===== src/rtl/amc_pkg.sv =====
`timescale 1ns/1ps
package amc_pkg;
  typedef enum logic [1:0] {
    AM_ABS = 2'd0,
    AM_APP = 2'd1,
    AM_BND = 2'd2
  } amode_e;
endpackage


===== src/rtl/amc_mode_reg.sv =====
`timescale 1ns/1ps
module amc_mode_reg
  import amc_pkg::*;
(
  input  logic   clk,
  input  logic   rst_n,
  input  logic   trap_i,
  input  logic   xfer_i,
  input  logic   xfer_app_i,
  input  logic   bnd_ld_i,
  input  logic   bnd_en_i,
  output amode_e mode_o
);

  amode_e mode_q;
  amode_e mode_d;
  logic   mode_en;

  // priority: trap, then bounded load, then appended transfer
  always_comb begin
    mode_d = mode_q;
    if (trap_i) begin
      mode_d = AM_ABS;
    end else if (bnd_ld_i) begin
      if (bnd_en_i)
        mode_d = AM_BND;
      else if (mode_q == AM_BND)
        mode_d = AM_APP;
    end else if (xfer_i && xfer_app_i && (mode_q == AM_ABS)) begin
      mode_d = AM_APP;
    end
  end

  assign mode_en = trap_i | bnd_ld_i | xfer_i;

  always_ff @(posedge clk or negedge rst_n) begin
    if (!rst_n)
      mode_q <= AM_ABS;
    else if (mode_en)
      mode_q <= mode_d;
  end

  assign mode_o = mode_q;


  trap_abs_chk: assert property (@(posedge clk) disable iff (!rst_n)
    trap_i |=> (mode_q == AM_ABS));


  abs_hold_chk: assert property (@(posedge clk) disable iff (!rst_n)
    ((mode_q == AM_ABS) && !trap_i && !bnd_ld_i && !(xfer_i && xfer_app_i))
    |=> (mode_q == AM_ABS));


  abs_exit_chk: assert property (@(posedge clk) disable iff (!rst_n)
    ((mode_q == AM_ABS) && !trap_i && !bnd_ld_i && xfer_i && xfer_app_i)
    |=> (mode_q == AM_APP));


  bnd_enter_chk: assert property (@(posedge clk) disable iff (!rst_n)
    (!trap_i && bnd_ld_i && bnd_en_i) |=> (mode_q == AM_BND));


  bnd_over_xfer_chk: assert property (@(posedge clk) disable iff (!rst_n)
    (!trap_i && bnd_ld_i && !bnd_en_i && (mode_q == AM_ABS) && xfer_i && xfer_app_i)
    |=> (mode_q == AM_ABS));

endmodule


===== src/rtl/amc_ptr_sel.sv =====
`timescale 1ns/1ps
module amc_ptr_sel
  import amc_pkg::*;
#(
  parameter int NUM_PR = 8,
  localparam int PR_W  = $clog2(NUM_PR),
  localparam int SEL_W = PR_W + 1
) (
  input  amode_e            mode_i,
  input  logic              iw_ext_i,
  input  logic [PR_W-1:0]   iw_ptr_i,
  output logic [SEL_W-1:0]  sel_o,
  output logic              app_o
);

  localparam logic [SEL_W-1:0] PPR_CODE = SEL_W'(NUM_PR);

  logic [SEL_W-1:0] pr_code;
  assign pr_code = {1'b0, iw_ptr_i};

  always_comb begin
    sel_o = PPR_CODE;
    app_o = 1'b0;
    unique case (mode_i)
      AM_ABS: begin
        app_o = iw_ext_i;
        if (iw_ext_i) sel_o = pr_code;
      end
      AM_APP: begin
        app_o = 1'b1;
        if (iw_ext_i) sel_o = pr_code;
      end
      AM_BND: begin
        app_o = 1'b1;
      end
      default: begin
        app_o = 1'b0;
      end
    endcase
  end

endmodule


===== src/rtl/amc_priv_chk.sv =====
`timescale 1ns/1ps
module amc_priv_chk
  import amc_pkg::*;
#(
  parameter int RING_W = 3
) (
  input  logic              clk,
  input  logic              rst_n,
  input  amode_e            mode_i,
  input  logic              desc_priv_i,
  input  logic [RING_W-1:0] ring_i,
  input  logic              priv_op_i,
  output logic              priv_o,
  output logic              ill_o
);

  logic ring_zero;
  logic ill_q;
  logic ill_d;

  assign ring_zero = (ring_i == '0);

  always_comb begin
    unique case (mode_i)
      AM_ABS:  priv_o = 1'b1;
      AM_APP:  priv_o = desc_priv_i & ring_zero;
      default: priv_o = 1'b0;
    endcase
  end

  assign ill_d = priv_op_i & ~priv_o;

  always_ff @(posedge clk or negedge rst_n) begin
    if (!rst_n)
      ill_q <= 1'b0;
    else
      ill_q <= ill_d;
  end

  assign ill_o = ill_q;


  abs_priv_chk: assert property (@(posedge clk) disable iff (!rst_n)
    (mode_i == AM_ABS) |-> priv_o);


  bnd_norm_chk: assert property (@(posedge clk) disable iff (!rst_n)
    (mode_i == AM_BND) |-> !priv_o);


  ill_pulse_chk: assert property (@(posedge clk) disable iff (!rst_n)
    (priv_op_i && !priv_o) |=> ill_o);


  ill_quiet_chk: assert property (@(posedge clk) disable iff (!rst_n)
    !(priv_op_i && !priv_o) |=> !ill_o);

endmodule


===== src/rtl/addr_mode_ctrl.sv =====
`timescale 1ns/1ps
module addr_mode_ctrl
  import amc_pkg::*;
#(
  parameter int NUM_PR = 8,
  parameter int RING_W = 3,
  localparam int PR_W  = $clog2(NUM_PR),
  localparam int SEL_W = PR_W + 1
) (
  input  logic              clk,
  input  logic              rst_n,
  input  logic              trap_i,
  input  logic              xfer_i,
  input  logic              xfer_app_i,
  input  logic              bnd_ld_i,
  input  logic              bnd_en_i,
  input  logic [PR_W-1:0]   iw_ptr_i,
  input  logic              iw_ext_i,
  input  logic              desc_priv_i,
  input  logic [RING_W-1:0] ring_i,
  input  logic              priv_op_i,
  output logic [1:0]        mode_o,
  output logic [SEL_W-1:0]  ptr_sel_o,
  output logic              append_o,
  output logic              priv_o,
  output logic              ill_proc_o
);

  logic [1:0] rst_sync_q;
  logic       rst_int_n;
  amode_e     mode;

  // asynchronous assertion, synchronous release
  always_ff @(posedge clk or negedge rst_n) begin
    if (!rst_n)
      rst_sync_q <= 2'b00;
    else
      rst_sync_q <= {rst_sync_q[0], 1'b1};
  end
  assign rst_int_n = rst_sync_q[1];

  amc_mode_reg u_mode (
    .clk        (clk),
    .rst_n      (rst_int_n),
    .trap_i     (trap_i),
    .xfer_i     (xfer_i),
    .xfer_app_i (xfer_app_i),
    .bnd_ld_i   (bnd_ld_i),
    .bnd_en_i   (bnd_en_i),
    .mode_o     (mode)
  );

  amc_ptr_sel #(.NUM_PR(NUM_PR)) u_sel (
    .mode_i   (mode),
    .iw_ext_i (iw_ext_i),
    .iw_ptr_i (iw_ptr_i),
    .sel_o    (ptr_sel_o),
    .app_o    (append_o)
  );

  amc_priv_chk #(.RING_W(RING_W)) u_priv (
    .clk         (clk),
    .rst_n       (rst_int_n),
    .mode_i      (mode),
    .desc_priv_i (desc_priv_i),
    .ring_i      (ring_i),
    .priv_op_i   (priv_op_i),
    .priv_o      (priv_o),
    .ill_o       (ill_proc_o)
  );

  assign mode_o = mode;


  app_pr_sel_chk: assert property (@(posedge clk) disable iff (!rst_int_n)
    ((mode == AM_APP) && iw_ext_i) |-> (append_o && (ptr_sel_o == {1'b0, iw_ptr_i})));


  abs_direct_chk: assert property (@(posedge clk) disable iff (!rst_int_n)
    ((mode == AM_ABS) && !iw_ext_i) |-> !append_o);


  bnd_ppr_chk: assert property (@(posedge clk) disable iff (!rst_int_n)
    (mode == AM_BND) |-> (append_o && (ptr_sel_o == SEL_W'(NUM_PR))));

endmodule


===== config.mk =====
export PLATFORM = sky130hd
export DESIGN_NAME = addr_mode_ctrl
export DESIGN_NICKNAME = d
export VERILOG_FILES = /design/src/rtl/amc_pkg.sv /design/src/rtl/amc_mode_reg.sv /design/src/rtl/amc_ptr_sel.sv /design/src/rtl/amc_priv_chk.sv /design/src/rtl/addr_mode_ctrl.sv
export SDC_FILE = /design/constraint.sdc
export NUM_CORES = 1
export LEC_CHECK = 0
export BUFFER_PORTS_ARGS = -buffer_cell sky130_fd_sc_hd__buf_2
export CAP_MARGIN = 20
export CORE_AREA = 5 5 42 44
export DETAILED_ROUTE_END_ITERATION = 8
export DIE_AREA = 0 0 47 49
export PLACE_DENSITY = 0.62
export SETUP_SLACK_MARGIN = 0.3
export SKIP_CTS_REPAIR_TIMING = 1
export SYNTH_ARGS = -nofsm -noshare
export SYNTH_HDL_FRONTEND = slang
export SYNTH_HIERARCHICAL = 1
export SYNTH_SLANG_ARGS = --single-unit

===== constraint.sdc =====
create_clock -name clk -period 1.2 [get_ports clk]
set_input_delay 0.24 -clock clk [delete_from_list [all_inputs] [get_ports clk]]
set_output_delay 0.24 -clock clk [all_outputs]
set_load 0.02 [all_outputs]

# Word-level counts from Yosys, hierarchy flattened
# Cells that the tools add are included.
dict set report word_totals {
  out_inout_bits 9
  inputBits 16
  ff_bits 5
}
dict set report classes {
  n_eq_ne 3
  reduce_logical 8
  bitwise 5
  n_mux 9
}
# operator n
set ops {}
lappend ops {{2-bit 2-to-1 mux} 5}
lappend ops {{4-bit 2-to-1 mux} 2}
lappend ops {{4-bit by 2-bit inequality test with 1-bit output, second input constant} 1}
lappend ops {{1-bit case mux with 2 select lines} 2}
lappend ops {{2-bit OR reduction} 2}
lappend ops {{3-bit zero test} 1}
lappend ops {{3-bit AND reduction} 1}
lappend ops {{3-bit nonzero test} 1}
lappend ops {{1-bit AND} 2}
lappend ops {{2-bit by 1-bit == test with 1-bit output, second input constant} 1}
lappend ops {{2-bit == test, second input constant} 1}
lappend ops {{1-bit logical AND} 2}
lappend ops {{2-bit zero test} 1}
lappend ops {{1-bit bitwise OR} 2}
lappend ops {{1-bit inverter} 1}

# Logic depth before layout (Yosys ltp)
dict set report depth {
  word_depth 5
  ltp_mapped 4
  depth_no_buf 4
}

# Modules after synthesis
# The synthesis kept the hierarchy.
# module n_inst area_per_inst_um2 cells_per_inst
set modules_own_cells {}
lappend modules_own_cells {amc_mode_reg 1 100.1 10}
lappend modules_own_cells {amc_ptr_sel 1 83.8 12}
lappend modules_own_cells {amc_priv_chk 1 55.1 5}
lappend modules_own_cells {addr_mode_ctrl 1 53.8 3}

# Worst setup path before layout
# No wires, ideal clock.
dict set report synth_timing {
  path_kind {register to output}
  from {register u_mode.mode_q[0], in the netlist u_mode/mode_o[0]}
  to {output port ptr_sel_o[0]}
  setup_slack_ps -273
  path_stages_with_launch 5
  t_required_ps 960
  arrival_ps 1233
  cell_sequence {dfrtp_1 inv_1 ha_1 o21a_1 and2_1}
}
dict set report synth_via {
  elab_chain_cells 3
}
# element line_no
set synth_lines {}
lappend synth_lines {{start, declared} amc_mode_reg.sv:15} ;# amode_e mode_q;
lappend synth_lines {{start signal, assigned} amc_mode_reg.sv:40} ;# mode_q <= mode_d;
lappend synth_lines {{2-bit by 1-bit == test with 1-bit output or 2-bit zero test (tied branches)} amc_ptr_sel.sv:24} ;# unique case (mode_i)
lappend synth_lines {{2-bit OR reduction (no source line) (*)} n/a}
lappend synth_lines {{4-bit 2-to-1 mux (*)} n/a}
lappend synth_lines {{end, declared} addr_mode_ctrl.sv:23} ;# output logic [SEL_W-1:0] ptr_sel_o,
# Every way passes the cells marked *; elsewhere a longest branch is shown, timed or not.

# Worst setup path in the final report
dict set report layout_timing {
  from {register u_mode.mode_q[0], in the netlist u_mode/mode_o[0]}
  to {output port ptr_sel_o[2]}
}
# Same word-level chain as after synthesis.

==> out/results.ini <==
[run_status]
outcome = finished, violations left
violations = setup timing

[global_route]
grt_max_degree = 8
globalRouteMet3Util_pct = 4.06
grt_pass1_vias = 302
wire_length_of_the_first_global_routing_pass_um = 1080
gr-usage-met2_pct = 9.73
grt.busiest_layer = met2
globalRouteMet1Util_pct = 6.71
global_route_usage_over_all_layers_pct = 6.59
number_of_antenna_violations_at_the_first_check_in_global_routing = 0
grt.overflow.total = 0

[timing]
setup_repair_after_global_routing_missed_its_margin = true
fin_skew_ns = 0.00582
total_setup_violations_reported_at_the_end_of_the_flow = 7
setup_slack_of_the_critical_path_after_layout_ns = -0.375
timing.final.max_slew_violations = 0
max_freq_mhz = 635
layout_worst_path_cycle_share_pct = 131
final-hold-violation-count = 0
period_minus_slack_ns = 1.57

[routing]
detail_route.drc_violations = 0
drt_iter0_markers = 2
drt_first_pass_iters = 3
drt-vias-per-instance = 4.42
num_vias = 340
drt-wirelength-per-cell_um = 11.0
antenna_viol_nets_final = 0
routed_wirelength_um = 847

[floorplanning]
core_region_area_um2 = 1400
top_ports = 25
effective_utilization_at_floorplan_pct = 20.9
die-area_um2 = 2300
die_width_um = 47
placement_rows = 14
fp.dieH_um = 49

[clock_network]
cts_num_sinks = 5
worst_skew_pair.late_latency_ns = 0.24
clkSlewWorstSetupHoldPaths_ns = 0.04
clock_path_buffers = 2
number_of_buffers_created_by_cts = 3
clock_tree.root_cell = clkbuf_4
cts_tree = done
cts_max_level = 1

[layout]
antenna_cells = 0
final.fill_count = 141
fraction_of_layout_instances_using_a_drive_strength_above_1_pct = 75.4
area_delta_synth_final_pct = 107
nNetsFinal = 81

[critical_path]
path_class = flip-flop to output pin
path_max_fanout = 4
worst_r2r_path_depth = 3
reg2reg_to = u_priv/ill_o$_DFF_PN0_
cp-end-kind = output pin
crit-reg2reg-launch = u_mode/mode_o[0]$_DFFE_PN0P_
register_to_register_path_setup_slack_ns = 0.14
setup.worst_path.start_class = flip-flop
worst_ep_required_time_ns = 0.96
data_arrival_time_at_the_worst_slack_endpoint_ns = 1.33

[logic_synthesis]
synth_top_cells_by_area = dfrtp_1, ha_1, and2_1
post_synth.cell_area_avg_um2 = 9.76
yosys_warnings = 6
synthArstFlopShare_pct = 100
synth_unique_cells = 15
synth_flop_cell = dfrtp_1
number_of_enable_flip_flop_cells_after_synthesis = 0
mappedNetlistArea_um2 = 293
synth-seq-cells = 5
synth_top_area_share_pct = 42.7
syn_inst = 30
sequential_area_share_after_synthesis_pct = 42.7
synthDominantAreaCellType = dfrtp_1
postSynthNetCount = 49

[place]
io_buffers = 24
dp.final_hpwl_um = 631
preCtsSetupSlack_ns = -0.224
finalWeightedCongestion = 0.642

[power]
vdd_ir_drop_max_mv = 0.574
power_mw = 0.589
leakage_nw = 0.294
power_density_nw_per_um2 = 971

[hold_path]
hold_path_class = flip-flop to asynchronous set/reset pin

[run]
max_cap_viol_count = 0

registers in the layout, summed over array words and instances, names as in the netlist:
signal and cells:
rst_sync_q 2, u_priv/ill_o 1, u_mode/mode_o 2
area by class of cell:
| cell class | count | area, µm² | share of cell area [%] |
|---|---|---|---|
| multi-input combinational | 20 | 213 | 35.1 |
| timing repair buffer | 27 | 201 | 33.2 |
| sequential | 5 | 128 | 21.0 |
| clock buffer | 4 | 26.3 | 4.33 |
| tap | 16 | 20.0 | 3.30 |
| inverter | 5 | 18.8 | 3.09 |
cells by family after synthesis:
kind of cell | Yosys count | share of synthesized area (%)
buffers and inverters | 5 | 6.41
adders and majority gates | 3 | 12.8
AOI/OAI and AO/OA | 7 | 15.4
and+or+nand+nor | 9 | 21.4
other | 1 | 1.28
DFF | 5 | 42.7
worst max-delay path, cell delays in order, from the launching register on:
cell,delay (ns)
dfrtp_2,0.40
inv_2,0.06
ha_4,0.15
o21a_4,0.22
and2_4,0.14
buf_6,0.12
per-stage QoR:
| stage | util, % | std cells | hold slack, ns | instance area, µm² | TNS, ns |
|---|---|---|---|---|---|
| 2_1_floorplan | - | 30 | -0.0556 | 318 | -0.517 |
| 3_3_place_gp | 33.8 | 72 | 0.0252 | 473 | -0.725 |
| 3_5_place_dp | 33.8 | 72 | 0.0263 | 473 | -0.888 |
| 4_1_cts | 35.6 | 76 | -0.230 | 499 | -2.26 |
| 5_1_grt | 43.3 | 77 | 0.0531 | 607 | -2.32 |
| 6_report | 43.3 | 77 | 0.0309 | 607 | -1.95 |
metal layers:
layer	part of all wire, %	up-vias
met3	13	0
met5	0	-
li1	-	160
met1	34	157
met4	0	0
met2	53	23
synthesized netlist by cell type, types with 3 or more instances:
library cell	count
dfrtp_1	5
inv_1	5
and2_1	4
a21oi_1	3
ha_1	3
cells in the final DEF, fill, tap and decap left out:
cell type and count:
a22o_1 1, o21a_4 1, a21oi_4 1, buf_6 9, nor4b_2 1, inv_2 4, dfrtp_2 2, and2_4 3
conb_1 1, o21ai_1 1, buf_2 15, ha_4 2, ha_1 1, buf_4 2, a21oi_1 2, or4b_4 1
nor2_2 1, nor3_1 1, clkbuf_4 3, inv_1 1, clkbuf_1 1, dfrtp_1 3, and2_1 1, nand2_1 1
a311oi_2 1, dlygate4sd3_1 1
power breakdown:
part           total [mW]  switching (mW)  leakage, nW  internal (mW)
sequential          0.189         0.00900       0.0603          0.180
clock               0.192          0.0664       0.0150          0.126
combinational       0.208          0.0966        0.218          0.111
how the worst max path moves through the flow:
stage | start | endpoint | slack (ns) | depth (start not counted)
CTS | u_mode/mode_o[0]$_DFFE_PN0P_ | ptr_sel_o[2] | -0.44 | 5
detailed placement | ring_i[1] | priv_o | -0.22 | 4
global placement | ring_i[1] | priv_o | -0.21 | 4
global route | u_mode/mode_o[0]$_DFFE_PN0P_ | ptr_sel_o[1] | -0.43 | 5
finish | u_mode/mode_o[0]$_DFFE_PN0P_ | ptr_sel_o[2] | -0.37 | 5
floorplan | u_mode/mode_o[1]$_DFFE_PN0P_ | ptr_sel_o[0] | -0.10 | 4
No activity file was read; power rests on OpenSTA's default activity.
